<file path="src/rtl/pmcap_pkg.sv">
package pmcap_pkg;

    typedef enum logic [1:0] {
        PM_D0 = 2'd0,
        PM_D1 = 2'd1,
        PM_D2 = 2'd2,
        PM_D3 = 2'd3
    } pm_state_e;

    localparam int NUM_FLAGS = 2;
    localparam int FLAG_DOWN = 0;
    localparam int FLAG_UP   = 1;

    localparam logic [7:0] CAP_ID_PM   = 8'h01;
    localparam logic [7:0] CAP_NEXT    = 8'h00;
    localparam logic [2:0] PM_VERSION  = 3'b010;

    // capabilities word: [2:0] version, [9] D1 support, [10] D2 support
    function automatic logic [15:0] pmc_word(input logic d1_ok, input logic d2_ok);
        return {5'b0, d2_ok, d1_ok, 6'b0, PM_VERSION};
    endfunction

endpackage

</file>
<file path="src/rtl/pm_state_fsm.sv">
module pm_state_fsm
    import pmcap_pkg::*;
(
    input  logic      clk,
    input  logic      rst,
    input  logic      wr_accept,
    input  logic [1:0] wr_state,
    output pm_state_e cur_state,
    output logic      req_down,
    output logic      req_up
);

    pm_state_e nxt_state;
    pm_state_e cur_q;

    always_comb begin
        nxt_state = cur_q;
        if (wr_accept) begin
            nxt_state = pm_state_e'(wr_state);
        end
    end

    always_ff @(posedge clk) begin
        if (rst) begin
            cur_q <= PM_D0;
        end else begin
            cur_q <= nxt_state;
        end
    end

    // classify the requested transition as DOWN, RESTORE or HOLD
    always_comb begin
        req_down = 1'b0;
        req_up   = 1'b0;
        if (wr_accept) begin
            unique case (cur_q)
                PM_D0: begin
                    req_down = (wr_state != 2'd0);
                end
                PM_D1: begin
                    req_down = (wr_state >= 2'd2);
                    req_up   = (wr_state == 2'd0);
                end
                PM_D2: begin
                    req_down = (wr_state == 2'd3);
                    req_up   = (wr_state <= 2'd1);
                end
                PM_D3: begin
                    req_up   = (wr_state != 2'd3);
                end
            endcase
        end
    end

    assign cur_state = cur_q;

endmodule

</file>
<file path="src/rtl/pm_irq_flags.sv">
module pm_irq_flags #(
    parameter int N = 2
) (
    input  logic         clk,
    input  logic         rst,
    input  logic [N-1:0] set_req,
    input  logic         clr_wr,
    input  logic [N-1:0] clr_mask,
    output logic [N-1:0] flags
);

    for (genvar g = 0; g < N; g++) begin : g_flag
        logic flag_q;
        always_ff @(posedge clk) begin
            if (rst) begin
                flag_q <= 1'b0;
            end else if (set_req[g]) begin
                flag_q <= 1'b1;
            end else if (clr_wr && clr_mask[g]) begin
                flag_q <= 1'b0;
            end
        end
        assign flags[g] = flag_q;
    end

endmodule

</file>
<file path="src/rtl/pm_cfg_readmux.sv">
module pm_cfg_readmux
    import pmcap_pkg::*;
#(
    parameter int          ADDR_W  = 8,
    parameter logic [7:0]  PTR_OFS = 8'h34,
    parameter logic [7:0]  CAP_OFS = 8'h40
) (
    input  logic [ADDR_W-3:0] dw_addr,
    input  pm_state_e         cur_state,
    output logic [31:0]       rdata
);

    localparam logic [ADDR_W-1:0] PTR_A   = ADDR_W'(PTR_OFS);
    localparam logic [ADDR_W-1:0] CAP_A   = ADDR_W'(CAP_OFS);
    localparam logic [ADDR_W-1:0] CSR_A   = ADDR_W'(CAP_OFS + 8'd4);
    localparam logic [ADDR_W-3:0] PTR_DW  = PTR_A[ADDR_W-1:2];
    localparam logic [ADDR_W-3:0] CAP_DW  = CAP_A[ADDR_W-1:2];
    localparam logic [ADDR_W-3:0] CSR_DW  = CSR_A[ADDR_W-1:2];

    always_comb begin
        rdata = '0;
        if (dw_addr == PTR_DW) begin
            rdata = {24'b0, CAP_OFS};
        end else if (dw_addr == CAP_DW) begin
            rdata = {pmc_word(1'b1, 1'b1), CAP_NEXT, CAP_ID_PM};
        end else if (dw_addr == CSR_DW) begin
            // data byte and bridge byte read zero; PMCSR holds state only
            rdata = {8'h00, 8'h00, 14'b0, cur_state};
        end
    end

endmodule

</file>
<file path="src/rtl/pm_cap_regs.sv">
module pm_cap_regs
    import pmcap_pkg::*;
#(
    parameter int          ADDR_W  = 8,
    parameter logic [7:0]  PTR_OFS = 8'h34,
    parameter logic [7:0]  CAP_OFS = 8'h40
) (
    input  logic              clk,
    input  logic              rst,
    input  logic              cfg_wr,
    input  logic [ADDR_W-1:0] cfg_addr,
    input  logic [3:0]        cfg_be,
    input  logic [31:0]       cfg_wdata,
    output logic [31:0]       cfg_rdata,
    input  logic              loc_clr_wr,
    input  logic [1:0]        loc_clr,
    output logic [1:0]        pwr_state,
    output logic              irq_down,
    output logic              irq_up
);

    localparam logic [ADDR_W-1:0] CSR_A  = ADDR_W'(CAP_OFS + 8'd4);
    localparam logic [ADDR_W-3:0] CSR_DW = CSR_A[ADDR_W-1:2];

    pm_state_e            cur_state;
    logic                 wr_accept;
    logic                 req_down;
    logic                 req_up;
    logic [NUM_FLAGS-1:0] set_req;
    logic [NUM_FLAGS-1:0] flags;
    logic                 unused_bits;

    assign wr_accept = cfg_wr && cfg_be[0] && (cfg_addr[ADDR_W-1:2] == CSR_DW);
    assign unused_bits = ^{cfg_wdata[31:2], cfg_be[3:1], cfg_addr[1:0]};

    pm_state_fsm u_fsm (
        .clk       (clk),
        .rst       (rst),
        .wr_accept (wr_accept),
        .wr_state  (cfg_wdata[1:0]),
        .cur_state (cur_state),
        .req_down  (req_down),
        .req_up    (req_up)
    );

    always_comb begin
        set_req            = '0;
        set_req[FLAG_DOWN] = req_down;
        set_req[FLAG_UP]   = req_up;
    end

    pm_irq_flags #(.N(NUM_FLAGS)) u_flags (
        .clk      (clk),
        .rst      (rst),
        .set_req  (set_req),
        .clr_wr   (loc_clr_wr),
        .clr_mask (loc_clr),
        .flags    (flags)
    );

    pm_cfg_readmux #(
        .ADDR_W  (ADDR_W),
        .PTR_OFS (PTR_OFS),
        .CAP_OFS (CAP_OFS)
    ) u_rmux (
        .dw_addr   (cfg_addr[ADDR_W-1:2]),
        .cur_state (cur_state),
        .rdata     (cfg_rdata)
    );

    assign pwr_state = cur_state;
    assign irq_down  = flags[FLAG_DOWN];
    assign irq_up    = flags[FLAG_UP];

endmodule

</file>
<file path="config.mk">
export PLATFORM = sky130hd
export DESIGN_NAME = pm_cap_regs
export DESIGN_NICKNAME = d
export VERILOG_FILES = /design/src/rtl/pmcap_pkg.sv /design/src/rtl/pm_state_fsm.sv /design/src/rtl/pm_irq_flags.sv /design/src/rtl/pm_cfg_readmux.sv /design/src/rtl/pm_cap_regs.sv
export SDC_FILE = /design/constraint.sdc
export NUM_CORES = 1
export LEC_CHECK = 0
export BUFFER_PORTS_ARGS = -buffer_cell sky130_fd_sc_hd__buf_2
export CAP_MARGIN = 20
export CORE_UTILIZATION = 24
export DETAILED_ROUTE_END_ITERATION = 8
export GPL_TIMING_DRIVEN = 0
export PLACE_DENSITY_LB_ADDON = 0.15
export REMOVE_ABC_BUFFERS = 1
export SLEW_MARGIN = 15
export SYNTH_ARGS = -nofsm -noshare
export SYNTH_HDL_FRONTEND = slang
export SYNTH_HIERARCHICAL = 1
export SYNTH_SLANG_ARGS = --single-unit
</file>
<file path="constraint.sdc">
create_clock -name clk -period 1.6 [get_ports clk]
set_input_delay 0.4 -clock clk [delete_from_list [all_inputs] [get_ports clk]]
set_output_delay 0.4 -clock clk [all_outputs]
set_load 0.05 [all_outputs]
</file>
==> flow_summary.yaml <==
setup_path:
  critPathCaptureType: "output pin"
  worst_setup_path_start_kind: "primary input"
  timing.critical_path.slowest_cell_delay_ns: 0.41
  critical_path_class: "in2out"
  crit_start: "cfg_addr[5]"
  crit_required_ns: 1.20
  worstPathCellList: "buf_8, or3b_4, nor4_4, buf_6"
  reg2reg_slack_ns: 0.35
  critical_path_arrival_ns: 1.39
  critPathMaxFanout: 3
  r2r_start: "u_fsm/cur_state[0]$_SDFFE_PP0P_"
  critical_path_buf_inv_count: 2
  timing.critical_path.max_delay_family: "simple AND/OR/NAND/NOR gates"
  critical_path.slowest_cell: "sky130_fd_sc_hd__or3b_4"
finish:
  antenna_cells_inserted: 0
  final_net_count: 139
  layout-drive-gt1-share: 0.4368
  finalInstanceArea_um2: 664.4
  syn_to_final_growth_pct: 30.47
sta:
  setup_slack_ns: -0.1891
  fin_worst_hold_slack_ns: 0.3562
  timing.final.setup_violations: 5
  share_of_the_clock_period_used_by_the_worst_path: 1.118
  rsz0062_at_grt: "yes"
  timing.final.max_slew_violations: 0
  setup_tns_ns: -0.7650
  timing.fmax_ghz: 0.5589
  finalClockSkew_ns: 0.01156
  final-hold-violation-count: 0
  final_period_minus_worst_setup_slack_ns: 1.789
clock_tree:
  cts_sinks: 4
  clock_latency_ns: 0.23
  hold_buffers: 0
  cts_tree: "built"
  cts.htree.levels: 1
  clk_pin_slew_ns: 0.04
  cts-buffers-inserted: 3
  clock_tree.buffer_depth: 2
  clock-root-buffer: "sky130_fd_sc_hd__clkbuf_4"
synthesis:
  async_flop_share: 0
  synthDominantCellAreaShare: 0.4423
  synth_seq_cells: 4
  synth.yosys.warnings: 6
  netlist_instances: 63
  synth.most_common_cell: "sky130_fd_sc_hd__buf_4"
  synth_top_cells_by_area: "sky130_fd_sc_hd__buf_4 44%, sky130_fd_sc_hd__dfxtp_1 16%, sky130_fd_sc_hd__maj3_2 4.4%, sky130_fd_sc_hd__mux2i_1 3.9%, sky130_fd_sc_hd__nor2b_1 3.7%"
  synth-edff-count: 0
  synth.avg_cell_area_um2: 8.083
  netlist.top_cell.by_area: "sky130_fd_sc_hd__buf_4"
  yosysSeqAreaShare: 0.1572
  yosysUniqueCellTypes: 20
  synthesis.area_um2: 509.2
  synthTopCellsByCount: "30 x sky130_fd_sc_hd__buf_4, 4 x sky130_fd_sc_hd__dfxtp_1, 4 x sky130_fd_sc_hd__nor2_1"
  ys_dominant_reg_cell: "sky130_fd_sc_hd__dfxtp_1"
route:
  detail_route.vias_per_cell: 3.693
  routedWlPerCell_um: 8.298
  drt-initial-drc-count: 3
  detail_route.wirelength_um: 946
  num_vias: 421
  ant_nets: 0
  drt_pre_antenna_iters: 4
  drc: 0
grt:
  vias_in_the_first_global_route: 297
  grt-ovfl-total: 0
  grt_first_pass_wirelength_mm: 1.159
  grt_max_degree: 6
  grt_usage: 0.07203
  antenna_violations_before_repair: 0
floorplan:
  die_area_um2: 2310
  core-area_um2: 1982
  die_w_um: 48.07
  floorplan.initialDensity: 0.2569
  die_y_um: 48.07
  ioPinCount: 86
  placementRows: 16
job:
  maxCapViolations: 0
status:
  run_status: "finished, violations left"
  violations_in_the_final_reports: "setup timing"
placement:
  place_area_um2: 531.8
  placement.io_buffers: 24
  dpl_wire_length_um: 702.2
  final_weighted_congestion_in_routability_driven_placement: 0.6200
power_and_ir_drop:
  fin_total_pwr_uw: 417.0
  power_leakage_nw: 0.3074
  cellPowerDensity_nw_per_um2: 627.6
  peakVddDrop_uv: 252.5
min_path:
  hp-class: "in2reg"
  min_from: "loc_clr[0]"
## layout make-up
| type | count | area (um2) |
|---|---|---|
| Clock buffer | 3 | 22.52 |
| Fill cell | 225 | 1318 |
| Inverter | 3 | 11.26 |
| Sequential cell | 4 | 80.08 |
| Tap cell | 27 | 33.78 |
| Multi-Input combinational cell | 51 | 327.8 |
| Timing Repair Buffer | 26 | 188.9 |
## worst paths after layout
kind,end,depth (start not counted)
max,cfg_rdata[17],4
min,u_flags/g_flag[0].flag_q$_SDFFE_PP0P_,2
max reg2reg,u_flags/g_flag[1].flag_q$_SDFFE_PP0P_,5
min reg2reg,u_flags/g_flag[1].flag_q$_SDFFE_PP0P_,2
## repair_timing
action	CTS	global route
buffers inserted	1	1
hold endpoints to repair	0	0
pin swaps	3	2
setup endpoints to repair	5	7
gates resized for setup	18	5
## metrics by stage
| step | setup slack (ns) | instances | utilization |
|---|---|---|---|
| 6_report | -0.1891 | 114 | 0.3352 |
| 5_1_grt | -0.2239 | 114 | 0.3352 |
| 4_1_cts | -0.1694 | 113 | 0.3188 |
| 3_5_place_dp | -0.3340 | 109 | 0.2683 |
| 3_3_place_gp | -0.3221 | 109 | 0.2683 |
| 2_1_floorplan | -3.787 | 58 | - |
## logic make-up after synthesis
logic type	synth area share
AOI/OAI and AO/OA	0.03440
and+or+nand+nor	0.2531
muxes	0.03931
DFF	0.1573
buffers and inverters	0.4644
adders and majority gates	0.04422
other	0.007364
## state kept, by name, summed over array words and instances, names as in the netlist
| name | flops |
|---|---|
| u_flags/g_flag.flag_q | 2 |
| u_fsm/cur_state | 2 |
## layout by cell type, fill, tap and decap left out, drive strengths merged, types with 3 or more instances in the layout
master  Yosys  routed
conb        1      26
buf        30      26
nor2        4       4
dfxtp       4       4
clkbuf      0       3
inv         3       3
nor4        3       3
nor2b       3       3
## report_power, final
group	total [mW]	internal [mW]	switching, mW
Clock	0.125	0.0838	0.0407
Sequential	0.101	0.100	0.000148
Combinational	0.192	0.0298	0.162
Total	0.417	0.214	0.203
## layer usage
layer	routed length, um	track usage
met5	0	0
met2	533	0.1324
met3	60	0.01509
met1	352	0.07778
met4	0	0.03333
No activity file was read; power rests on OpenSTA's default activity.
